### config.mk
export PLATFORM = sky130hd
export DESIGN_NAME = ddr3_cmd_decoder
export DESIGN_NICKNAME = d
export VERILOG_FILES = /design/src/rtl/ddr3_cmd_pkg.sv /design/src/rtl/cmd_decode.sv /design/src/rtl/bank_table.sv /design/src/rtl/pd_tracker.sv /design/src/rtl/ddr3_cmd_decoder.sv
export SDC_FILE = /design/constraint.sdc
export NUM_CORES = 1
export LEC_CHECK = 0
export BUFFER_PORTS_ARGS = -buffer_cell sky130_fd_sc_hd__buf_2
export CAP_MARGIN = 5
export CORE_AREA = 3 3 146 148
export CTS_BUF_LIST = sky130_fd_sc_hd__clkbuf_8
export CTS_CLUSTER_DIAMETER = 200
export CTS_CLUSTER_SIZE = 28
export DETAILED_ROUTE_END_ITERATION = 8
export DIE_AREA = 0 0 149 151
export PLACE_DENSITY = 0.69
export RECOVER_POWER = 25
export SLEW_MARGIN = 0
export SYNTH_ARGS = -nofsm -noshare
export SYNTH_HDL_FRONTEND = slang
export SYNTH_HIERARCHICAL = 1
export SYNTH_SLANG_ARGS = --single-unit
### constraint.sdc
create_clock -name clk_i -period 4.54 [get_ports clk_i]
set_clock_uncertainty 0.1 [all_clocks]
set_input_delay 0.227 -clock clk_i [delete_from_list [all_inputs] [get_ports clk_i]]
set_output_delay 0.227 -clock clk_i [all_outputs]
set_load 0.005 [all_outputs]
### src/rtl/ddr3_cmd_pkg.sv
package ddr3_cmd_pkg;
  typedef enum logic [3:0] {
    CMD_NOP  = 4'd0,
    CMD_ACT  = 4'd1,
    CMD_RD   = 4'd2,
    CMD_WR   = 4'd3,
    CMD_PRE  = 4'd4,
    CMD_PREA = 4'd5,
    CMD_REF  = 4'd6,
    CMD_MRS  = 4'd7,
    CMD_PDE  = 4'd8,
    CMD_PDX  = 4'd9
  } cmd_e;

  typedef enum logic [1:0] {
    PD_NONE = 2'd0,
    PD_PRE  = 2'd1,
    PD_ACT  = 2'd2
  } pd_e;
endpackage

### src/rtl/cmd_decode.sv
module cmd_decode
  import ddr3_cmd_pkg::*;
(
  input  logic cs_ni,
  input  logic ras_ni,
  input  logic cas_ni,
  input  logic we_ni,
  input  logic cke_i,
  input  logic cke_q_i,
  input  logic a10_i,
  output cmd_e cmd_o
);
  always_comb begin
    cmd_o = CMD_NOP;
    if (cke_q_i && !cke_i)      cmd_o = CMD_PDE;   // entry beats any pin command
    else if (!cke_q_i && cke_i) cmd_o = CMD_PDX;
    else if (!cke_i)            cmd_o = CMD_NOP;
    else if (!cs_ni) begin
      unique case ({ras_ni, cas_ni, we_ni})
        3'b000:  cmd_o = CMD_MRS;
        3'b001:  cmd_o = CMD_REF;
        3'b010:  cmd_o = a10_i ? CMD_PREA : CMD_PRE;
        3'b011:  cmd_o = CMD_ACT;
        3'b100:  cmd_o = CMD_WR;
        3'b101:  cmd_o = CMD_RD;
        default: cmd_o = CMD_NOP;
      endcase
    end
  end
endmodule

### src/rtl/bank_table.sv
module bank_table #(
  parameter int BANK_W = 3,
  parameter int ROW_W  = 15,
  localparam int NB    = 1 << BANK_W
) (
  input  logic              clk_i,
  input  logic              rst_ni,
  input  logic              open_i,
  input  logic              close_one_i,
  input  logic              close_all_i,
  input  logic [BANK_W-1:0] bank_i,
  input  logic [ROW_W-1:0]  row_i,
  output logic [NB-1:0]     active_o,
  output logic              sel_active_o,
  output logic [ROW_W-1:0]  sel_row_o
);
  logic [ROW_W-1:0] rows [NB];

  for (genvar b = 0; b < NB; b++) begin : g_bank
    logic             act_r;
    logic [ROW_W-1:0] row_r;
    logic             hit;
    assign hit = (bank_i == BANK_W'(b));

    always_ff @(posedge clk_i or negedge rst_ni) begin
      if (!rst_ni) begin
        act_r <= 1'b0;
        row_r <= '0;
      end else if (close_all_i || (close_one_i && hit)) begin
        act_r <= 1'b0;
      end else if (open_i && hit) begin
        act_r <= 1'b1;
        row_r <= row_i;
      end
    end

    assign active_o[b] = act_r;
    assign rows[b]     = row_r;
  end

  assign sel_active_o = active_o[bank_i];
  assign sel_row_o    = rows[bank_i];

  a_r5_pre_all: assert property (@(posedge clk_i) disable iff (!rst_ni)
    close_all_i |=> (active_o == '0));
endmodule

### src/rtl/pd_tracker.sv
module pd_tracker
  import ddr3_cmd_pkg::*;
(
  input  logic       clk_i,
  input  logic       rst_ni,
  input  logic       pde_i,
  input  logic       pdx_i,
  input  logic       any_active_i,
  output logic [1:0] pd_mode_o
);
  pd_e mode_q;

  always_ff @(posedge clk_i or negedge rst_ni) begin
    if (!rst_ni)     mode_q <= PD_NONE;
    else if (pde_i)  mode_q <= any_active_i ? PD_ACT : PD_PRE;
    else if (pdx_i)  mode_q <= PD_NONE;
  end

  assign pd_mode_o = mode_q;

  a_r10_pd_kind: assert property (@(posedge clk_i) disable iff (!rst_ni)
    (pde_i && any_active_i) |=> (pd_mode_o == PD_ACT));
endmodule

### src/rtl/ddr3_cmd_decoder.sv
module ddr3_cmd_decoder
  import ddr3_cmd_pkg::*;
#(
  parameter int BANK_W = 3,
  parameter int ADDR_W = 15,
  parameter int ROW_W  = 15,
  parameter int COL_W  = 10,
  parameter int AP_BIT = 10,
  parameter int BC_BIT = 12,
  localparam int NB    = 1 << BANK_W
) (
  input  logic              clk_i,
  input  logic              rst_ni,
  input  logic              cs_ni,
  input  logic              ras_ni,
  input  logic              cas_ni,
  input  logic              we_ni,
  input  logic              cke_i,
  input  logic [BANK_W-1:0] ba_i,
  input  logic [ADDR_W-1:0] addr_i,
  output logic [3:0]        cmd_o,
  output logic [BANK_W-1:0] bank_o,
  output logic [ROW_W-1:0]  row_o,
  output logic [COL_W-1:0]  col_o,
  output logic              auto_pre_o,
  output logic              burst_chop_o,
  output logic [ADDR_W-1:0] opcode_o,
  output logic              err_o,
  output logic [NB-1:0]     bank_active_o,
  output logic [1:0]        pd_mode_o
);
  cmd_e             cmd;
  logic             cke_q;
  logic             sel_active;
  logic [ROW_W-1:0] sel_row;
  logic             is_rdwr, has_bank, err_c;
  logic             open_en, close_one, close_all;

  cmd_decode u_dec (
    .cs_ni   (cs_ni),
    .ras_ni  (ras_ni),
    .cas_ni  (cas_ni),
    .we_ni   (we_ni),
    .cke_i   (cke_i),
    .cke_q_i (cke_q),
    .a10_i   (addr_i[AP_BIT]),
    .cmd_o   (cmd)
  );

  assign is_rdwr   = (cmd == CMD_RD) || (cmd == CMD_WR);
  assign has_bank  = is_rdwr || (cmd == CMD_ACT) || (cmd == CMD_PRE) || (cmd == CMD_MRS);
  assign open_en   = (cmd == CMD_ACT) && !sel_active;
  assign close_one = (cmd == CMD_PRE) || (is_rdwr && sel_active && addr_i[AP_BIT]);
  assign close_all = (cmd == CMD_PREA);
  assign err_c     = ((cmd == CMD_ACT) && sel_active)
                   || (is_rdwr && !sel_active)
                   || ((cmd == CMD_REF) && (|bank_active_o));

  bank_table #(.BANK_W(BANK_W), .ROW_W(ROW_W)) u_banks (
    .clk_i        (clk_i),
    .rst_ni       (rst_ni),
    .open_i       (open_en),
    .close_one_i  (close_one),
    .close_all_i  (close_all),
    .bank_i       (ba_i),
    .row_i        (addr_i[ROW_W-1:0]),
    .active_o     (bank_active_o),
    .sel_active_o (sel_active),
    .sel_row_o    (sel_row)
  );

  pd_tracker u_pd (
    .clk_i        (clk_i),
    .rst_ni       (rst_ni),
    .pde_i        (cmd == CMD_PDE),
    .pdx_i        (cmd == CMD_PDX),
    .any_active_i (|bank_active_o),
    .pd_mode_o    (pd_mode_o)
  );

  always_ff @(posedge clk_i or negedge rst_ni) begin
    if (!rst_ni) begin
      cke_q        <= 1'b1;
      cmd_o        <= CMD_NOP;
      bank_o       <= '0;
      row_o        <= '0;
      col_o        <= '0;
      auto_pre_o   <= 1'b0;
      burst_chop_o <= 1'b0;
      opcode_o     <= '0;
      err_o        <= 1'b0;
    end else begin
      cke_q        <= cke_i;
      cmd_o        <= cmd;
      bank_o       <= has_bank ? ba_i : '0;
      col_o        <= is_rdwr ? addr_i[COL_W-1:0] : '0;
      auto_pre_o   <= is_rdwr && addr_i[AP_BIT];
      burst_chop_o <= is_rdwr && !addr_i[BC_BIT];
      opcode_o     <= (cmd == CMD_MRS) ? addr_i : '0;
      err_o        <= err_c;
      if (cmd == CMD_ACT)              row_o <= sel_active ? sel_row : addr_i[ROW_W-1:0];
      else if (is_rdwr && sel_active)  row_o <= sel_row;
      else                             row_o <= '0;
    end
  end

  a_r2_deselect: assert property (@(posedge clk_i) disable iff (!rst_ni)
    (cke_i && cke_q && cs_ni) |=> ((cmd_o == CMD_NOP) && $stable(bank_active_o)));

  a_r4_act_open: assert property (@(posedge clk_i) disable iff (!rst_ni)
    ((cmd_o == CMD_ACT) && !err_o) |-> bank_active_o[bank_o]);

  a_r8_ref_idle: assert property (@(posedge clk_i) disable iff (!rst_ni)
    ((cmd_o == CMD_REF) && !err_o) |-> (bank_active_o == '0));

  a_r7_idle_access: assert property (@(posedge clk_i) disable iff (!rst_ni)
    (((cmd_o == CMD_RD) || (cmd_o == CMD_WR)) && err_o) |-> (row_o == '0));
endmodule

==> results of run 1 <==
-- metrics by stage --
stage	cell area [µm²]	util [%]	hold slack [ps]	cells	worst slack [ps]
after floorplan	8020	-	-169	568	1020
after global placement	8610	42.7	264	898	845
after detailed placement	8610	42.7	271	898	675
after CTS	9090	45.1	0.153	938	648
after global routing	9040	44.8	17.0	938	479
final	9040	44.8	21.6	938	601
-- sequential cells by signal, summed over array words and instances, names as in the netlist, 2 cells and up --
name	count
bank_o	3
u_banks/g_bank.act_r	8
u_pd/pd_mode_o	2
row_o	15
cmd_o	4
col_o	10
opcode_o	15
u_banks/g_bank.row_r	120
-- final timing paths --
check                                       startpoint                     endpoint  slack, ps  cells after the start
setup reg to reg                                 cke_q  u_banks/g_bank[6].row_r[11]        600                      9
min in group asynchronous                       rst_ni                     col_o[9]       1040                      2
hold / removal                               addr_i[7]                  opcode_o[7]         20                      2
setup / recovery                                 cke_q  u_banks/g_bank[6].row_r[11]        600                      9
max in group asynchronous                       rst_ni   u_banks/g_bank[5].row_r[2]       1640                      3
hold reg to reg            u_banks/g_bank[2].row_r[10]  u_banks/g_bank[2].row_r[10]        400                      1
-- cells in the final DEF (no fill, tap or decap), types with 5 or more instances in the layout --
cell type / count
a211oi_1: 11
a21oi_1: 6
a221oi_1: 7
a22o_1: 23
and2_1: 25
and2_2: 5
buf_2: 48
buf_4: 16
clkbuf_1: 35
clkbuf_8: 21
dfrtp_1: 180
dlygate4sd3_1: 8
inv_1: 10
mux2_1: 19
mux2_2: 125
mux2i_1: 21
nand2_2: 8
nor2_1: 10
nor3_1: 5
o22ai_1: 18
-- what timing repair did --
| item | 4_1_cts | 5_1_grt |
|---|---|---|
| buffers inserted | 0 | 0 |
| hold buffers | 8 | 0 |
| endpoints found under the hold margin | 113 | 0 |
-- layer usage --
layer  wire length, µm  track usage [%]
met2              9880             30.7
met5                 0                0
met4               395             6.73
met1              8230             22.3
met3               758             2.84
-- critical path, cell delays in order, from the launching register on --
cell,delay (ps)
dfstp_2,540
inv_1,40
ha_1,210
or4_4,500
nor2_1,460
nand4b_1,160
a21oi_1,580
and4bb_1,370
nand2_2,460
mux2_2,410
-- power by group through the flow --
stage / logic [µW] / clock network [µW] / registers [µW]
2_1_floorplan: 408 / 0 / 1930
3_3_place_gp: 531 / 0 / 1970
3_5_place_dp: 554 / 0 / 1980
4_1_cts: 562 / 1110 / 1950
5_1_grt: 611 / 1180 / 1980
6_report: 554 / 1090 / 1950
-- layout make-up --
class                   count  area, µm²
flip-flops and latches    181       4530
multi-input cells         338       3160
inverters                   9       33.8
clock inverters            11        109
well taps                 270        338
fillers                  1851      11100
repair buffers            108        577
clock buffers              21        289
-- logic make-up after synthesis --
kind of cell,synth area share [%]
AO/OA/AOI/OAI,7.95
XOR/XNOR,0.109
adder cells (fa/ha/maj),0.312
buffers and inverters,4.09
flip-flops,56.5
multiplexers,24.0
AND/OR/NAND/NOR,7.11
==> results.cfg, run 1 <==
[power_and_ir_drop]
p_comb_share_pct = 15.4
pwr-share-seq_pct = 54.3
p_sw_share_pct = 25.9
power.internal_uw = 2660
peakVddDrop_uv = 207
p_per_area_mw_per_mm2 = 397
p_switching_uw = 932
leakage_uw = 0.00441
finalPower_uw = 3590
pwr-share-clk_pct = 30.3

[hold_path]
min_path_type = input pin to register

[yosys]
syn-num-nets = 595
synth.most_common_cell = dfrtp_1
seq_area_frac_synth_pct = 56.5
synthTopCellsByCount = dfrtp_1 (180), mux2_2 (125), and2_1 (25)
synthDominantCellAreaShare_pct = 56.1
synth_edf_count = 0
synthCells = 568
avgSynthCellArea_um2 = 14.1
synth_cell_types = 53
synth_flop_cell = dfrtp_1
yosys_warnings = 6
synthTopCellsByArea = dfrtp_1 (56%), mux2_2 (18%), mux2_1 (2.7%)
ys_ff_latch = 181
async_reset_ff_share_pct = 100
synth.cell_area_mm2 = 0.00802
synth_area_leader_cell = dfrtp_1

[placement]
dp_hpwl_mm = 12.5
gp_congestion = 0.832
port_buffers = 84

[die]
ios = 85
die_x_um = 149
initial_utilization_pct = 39.8
core_area_mm2 = 0.0202
dieArea_mm2 = 0.0225
die_h_um = 151
rows = 52

[clock_tree]
cts.sinks = 181
cts_tree = built
cts_buffer_depth = 2
cts_resized = 0
root_buffer = clkbuf_8
clock_latency_ps = 460
clk_pin_slew_worst_paths_ps = 90
ctsHtreeMaxLevel = 4
numCtsBuffers = 17

[critical_path]
critPathMaxFanout = 15
worstPathArrival_ps = 4170
crit_type = register to register
required_ps = 4780
crit_path_end_kind = register
crit_path_start_kind = register

[timing]
tns_ps = 0
max_slew_margin_pct = -74.6
finalCritPeriodShare_pct = 86.8
period_minus_slack_ps = 3940
tightest_slew_ps = 2620
max_freq_mhz = 254
rsz0062_at_grt = no
drv_slew = 107
hold_violations = 0
setup_viol = 0

[status]
outcome = finished, violations left
violations = max-capacitance violations, max-slew violations

[flow_run]
max_cap_viol_count = 1

[cells_and_area]
diodes = 0
final_layout_size_suffix_gt1_share_pct = 37.6
syn2layout_area_growth_pct = 12.7
final_nets = 682

[drt]
via_per_inst = 5.41
ant_nets = 0
route.detailed.drc = 0
vias = 5079
dr.pass1.iters = 5
drt_iter0_drc = 348
drt-total-wl_mm = 19.3
wl_per_cell_um = 20.5

[global_routing]
grt_usage_pct = 17.7
overflow = 0
grt_pass1_vias = 5464
grt_pass1_wl_mm = 30.6
antenna_found_initial = 0
grt_max_degree = 107
Power figures use the tool's default switching activity.
==> run 2, diff against run 1 <==
--- a/config.mk
+++ b/config.mk
@@ -7,13 +7,15 @@
 export LEC_CHECK = 0
 export BUFFER_PORTS_ARGS = -buffer_cell sky130_fd_sc_hd__buf_2
 export CAP_MARGIN = 5
-export CORE_AREA = 3 3 146 148
+export CELL_PAD_IN_SITES_DETAIL_PLACEMENT = 0
+export CELL_PAD_IN_SITES_GLOBAL_PLACEMENT = 1
+export CORE_AREA = 3 3 187 116
 export CTS_BUF_LIST = sky130_fd_sc_hd__clkbuf_8
 export CTS_CLUSTER_DIAMETER = 200
 export CTS_CLUSTER_SIZE = 28
 export DETAILED_ROUTE_END_ITERATION = 8
-export DIE_AREA = 0 0 149 151
-export PLACE_DENSITY = 0.69
+export DIE_AREA = 0 0 190 119
+export PLACE_DENSITY = 0.79
 export RECOVER_POWER = 25
 export SLEW_MARGIN = 0
 export SYNTH_ARGS = -nofsm -noshare
==> results.cfg, run 2 (synthesis results as in run 1) <==
[status]
outcome = finished, violations left
violations = max-capacitance violations, max-slew violations

[timing]
hold_violations = 0
period_minus_slack_ps = 3840
tightest_slew_ps = 2080
max_freq_mhz = 261
setup_ws_ps = 703
drv_slew = 84
finalCritPeriodShare_pct = 84.5
rsz0062_at_grt = no
setup_viol = 0
max_slew_margin_pct = -38.9
tns_ps = 0

[clock_tree]
cts_resized = 0
cts_tree = built
root_buffer = clkbuf_8
numCtsBuffers = 17
cts.sinks = 181
clk_pin_slew_worst_paths_ps = 110
ctsHtreeMaxLevel = 4
cts_buffer_depth = 2
clock_latency_ps = 490

[critical_path]
cp_slowest_cell = dfstp_2
crit_path_end_kind = register
cp_cell_sequence = inv_1, ha_1, or4_4, nor2_1, nand2b_4, nor3b_1, buf_4, nor4b_4, nand2_2, mux2_2
worstPathArrival_ps = 4100
required_ps = 4800
crit_path_start_kind = register
critPathMaxFanout = 15
max_stage_delay_ps = 540
crit_type = register to register

[cells_and_area]
layout_common_cells = dfrtp_1 (180), mux2_2 (125), buf_2 (74)
largest_register_ffs = 120
syn2layout_area_growth_pct = 14.3
diodes = 0
top_register = u_banks/g_bank.row_r
final_common_cell = dfrtp_1
top_regs = u_banks/g_bank.row_r: 120 flops, opcode_o: 15 flops, row_o: 15 flops
fill_cells = 1805
final_layout_size_suffix_gt1_share_pct = 41.4
final_nets = 690

[drt]
ant_nets = 0
vias = 5134
dr.pass1.iters = 5
via_per_inst = 5.41
drt-total-wl_mm = 19.7
drt_iter0_drc = 317
route.detailed.drc = 0
wl_per_cell_um = 20.8

[placement]
dp_hpwl_mm = 12.7
gp_congestion = 0.796
post-place-ws_ps = 763
port_buffers = 84

[global_routing]
grt_pass1_wl_mm = 31.3
overflow = 0
grt_pass1_vias = 5375
grt_max_degree = 99
grt_usage_pct = 18.1
antenna_found_initial = 0

[flow_run]
max_cap_viol_count = 1

[die]
initial_utilization_pct = 40.2
die_h_um = 119
ios = 85
die_x_um = 190
core_area_mm2 = 0.0200
dieArea_mm2 = 0.0226
rows = 40

[power_and_ir_drop]
p_per_area_mw_per_mm2 = 395
peakVddDrop_uv = 191
leakage_uw = 0.00455

[hold_path]
min_path_type = input pin to register
## run 2: cell count changes in the layout (fill, tap and decap cells not counted)
cell           previous run  this run
inv_8                     0         5
buf_2                    48        74
dlygate4sd3_1             8        16
inv_6                     0         4
clkbuf_8                 21        17
inv_1                    10         7
clkinv_4                  0         2
buf_12                    0         1
bufinv_16                 2         1
clkbuf_1                 35         9
buf_4                    16        15
clkinv_2                  3         0
## run 2: through the flow
stage | instances | instance area, µm² | power (µW) | util [%] | hold WS (ps)
5_1_grt | 949 | 9170 | 3810 | 45.9 | 18.1
3_3_place_gp | 901 | 8630 | 2500 | 43.2 | 214
2_1_floorplan | 568 | 8020 | 2340 | - | -169
4_1_cts | 949 | 9190 | 3660 | 46.0 | 8.03
6_report | 949 | 9170 | 3620 | 45.9 | 45.8
3_5_place_dp | 901 | 8630 | 2540 | 43.2 | 228
## run 2: path summary, 6_finish.rpt
check	from	to	slack, ps	cells after the start
max in group asynchronous	rst_ni	u_banks/g_bank[7].row_r[6]	2230	3
min in group asynchronous	rst_ni	err_o	770	2
max reg2reg	cke_q	u_banks/g_bank[1].row_r[3]	700	10
min reg2reg	u_banks/g_bank[2].row_r[7]	u_banks/g_bank[2].row_r[7]	400	1
max	cke_q	u_banks/g_bank[1].row_r[3]	700	10
min	addr_i[12]	opcode_o[12]	50	2
## run 2: where the power goes
group,switching (µW),leakage (µW),internal (µW),total (µW)
Combinational,262,0.00191,301,563
Clock,648,0.000193,460,1110
Sequential,122,0.00244,1830,1950
Total,1030,0.00455,2590,3620
## run 2: critical path, delay by kind of cell, from the launching register on
kind,cells,cell delay (ps)
multiplexers,1,420
AND/OR/NAND/NOR,6,2210
adder cells (fa/ha/maj),1,210
buffers and inverters,2,240
flip-flops,1,540
## run 2: routing by layer
metal	GRT usage, %	vias to the layer above	routed length, µm
met3	3.97	23	987
met5	0	-	0
li1	-	2275	-
met4	5.40	0	240
met1	26.3	2676	9600
met2	27.2	160	8900
## run 2: final cells by class
class,instances,area (µm²),area share [%]
Inverter,9,33.8,0.369
Sequential cell,181,4530,49.4
Timing Repair Buffer,116,702,7.66
Clock buffer,17,234,2.55
Multi-Input combinational cell,338,3160,34.5
Tap cell,273,342,3.73
Clock inverter,15,161,1.76
## run 2: timing repair
item	in CTS	in global routing
buffers inserted	0	0
hold buffers	16	0
hold endpoints to repair	122	0
==> run 3, diff against run 2 <==
==> constraint.sdc (replaced) <==
create_clock -name clk_i -period 3.9 [get_ports clk_i]
set_clock_uncertainty 0.1 [all_clocks]
set_input_delay 0.195 -clock clk_i [delete_from_list [all_inputs] [get_ports clk_i]]
set_output_delay 0.195 -clock clk_i [all_outputs]
set_load 0.005 [all_outputs]
==> results.cfg, run 3 (synthesis results as in run 1) <==
[critical_path]
required_ps = 4150
r2r-start = cke_q
path_buf_inv = 3
cp_top_family = simple AND/OR/NAND/NOR gates
critPathMaxFanout = 15
rr_worst_depth = 11
worstReg2RegEnd = u_banks/g_bank[1].row_r[12]
crit_path_start_kind = register
cp_slowest_cell = dfstp_2
rrSetupSlack_ps = 260
crit_path_end_kind = register
crit_type = register to register
max_stage_delay_ps = 540
cp_cell_sequence = inv_1, ha_1, or4_4, nor2_1, inv_2, nand3_1, a21oi_1, buf_4, nor4b_4, nand2_2, mux2_2
worstPathArrival_ps = 3900

[cells_and_area]
final_common_cell = dfrtp_1
top_regs = u_banks/g_bank.row_r: 120 flops, opcode_o: 15 flops, row_o: 15 flops
final_layout_size_suffix_gt1_share_pct = 42.4
layout_common_cells = dfrtp_1 (180), mux2_2 (125), buf_2 (79)
top_register = u_banks/g_bank.row_r
final_nets = 695
syn2layout_area_growth_pct = 14.7
largest_register_ffs = 120

[clock_tree]
cts_tree = built
clk_pin_slew_worst_paths_ps = 90
cts.sinks = 181
clock_latency_ps = 470
postCtsSetupBuffers = 0
cts_buffer_depth = 2
numCtsBuffers = 17
root_buffer = clkbuf_8
ctsHtreeMaxLevel = 4

[global_routing]
grt_usage_pct = 17.7
overflow = 0
grt_pass1_wl_mm = 30.6
antenna_found_initial = 0
grt_max_degree = 94
grt_pass1_vias = 5371

[power_and_ir_drop]
pwr-share-seq_pct = 54.5
power.internal_uw = 3000
peakVddDrop_uv = 233
finalPower_uw = 4160
pwr-share-clk_pct = 29.6
p_sw_share_pct = 27.9
p_switching_uw = 1160
leakage_uw = 0.00459
p_per_area_mw_per_mm2 = 452
p_comb_share_pct = 15.9

[drt]
via_per_inst = 5.38
wl_per_cell_um = 20.2
drt_iter0_drc = 350
ant_nets = 0
drt-total-wl_mm = 19.3
vias = 5140
dr.pass1.iters = 4
route.detailed.drc = 0

[die]
dieArea_mm2 = 0.0226
initial_utilization_pct = 40.2
die_x_um = 190
rows = 40
die_h_um = 119
core_area_mm2 = 0.0200
ios = 85

[timing]
finalCritPeriodShare_pct = 93.4
period_minus_slack_ps = 3640
tightest_slew_ps = 2320
drv_slew = 93
max_freq_mhz = 274
rsz0062_at_grt = no
setup_viol = 0
fin_hold_ws_ps = 54.2
hold_violations = 0
max_slew_margin_pct = -54.5

[hold_path]
min_path_type = input pin to register
whs_path_depth = 3
min_from = we_ni
holdPathEnd = cmd_o[2]

[status]
outcome = finished, violations left
violations = max-capacitance violations, max-slew violations

[placement]
port_buffers = 84
gp_congestion = 0.811
dp_hpwl_mm = 12.5

[flow_run]
max_cap_viol_count = 1
## run 3: cell types whose count changed in the layout (fill, tap and decap cells not counted), moves of 2 or more
cell / change
buf_2: +5
buf_4: +3
clkbuf_1: -5
clkinv_2: +3
dlygate4sd3_1: +2
inv_6: +4
inv_8: -5
## run 3: worst max-delay path by stage
stage	from	endpoint	slack, ps	cells after the start
global placement	cke_q	u_banks/g_bank[2].row_r[3]	160	8
floorplan	cke_q	u_banks/g_bank[3].row_r[11]	380	12
detailed placement	cke_q	u_banks/g_bank[2].row_r[11]	-20	8
finish	cke_q	u_banks/g_bank[1].row_r[12]	260	11
global route	cke_q	u_banks/g_bank[1].row_r[3]	80	11
CTS	cke_q	u_banks/g_bank[1].row_r[12]	280	11
## run 3: area by class of cell
cell class | instances | area, µm²
diodes | 1 | 2.50
clock buffers | 17 | 234
clock inverters | 15 | 139
fillers | 1769 | 10800
inverters | 9 | 33.8
multi-input cells | 338 | 3170
flip-flops and latches | 181 | 4530
well taps | 273 | 342
repair buffers | 121 | 751
## run 3: what timing repair did
action / CTS / global route
setup endpoints to repair: 38 / 0
endpoints found under the hold margin: 195 / 0
hold buffers: 18 / 0
resized for setup: 1 / 0
## run 3: through the flow
step	TNS (ps)	util, %	area (µm²)	std cells	worst slack [ps]
CTS	0	46.1	9210	954	281
global route	0	46.1	9200	954	77.1
global placement	0	43.3	8650	904	161
detailed placement	-119	43.3	8650	904	-19.7
finish	0	46.1	9200	955	257
floorplan	0	-	8020	568	385
## run 3: power by group through the flow
stage               combinational (µW)  clock (µW)  sequential (µW)
global placement                   625           0             2280
detailed placement                 652           0             2300
finish                             663        1230             2270
floorplan                          475           0             2250
global route                       731        1360             2300
CTS                                669        1270             2260
## run 3: routing by layer
layer  track usage, %  up-vias  wire, µm
li1                 -     2293         -
met1             24.8     2660      9020
met2             27.0      167      8760
met3             4.82       20      1220
met4             5.40        0       262
met5                0        -         0
## run 3: worst reg2reg max path, cell delays in order, from the launching register on
cell     delay [ps]
dfstp_2         540
inv_1            40
ha_1            200
or4_4           490
nor2_1          380
inv_2           150
nand3_1         120
a21oi_1          90
buf_4           200
nor4b_4         360
nand2_2         430
mux2_2          430
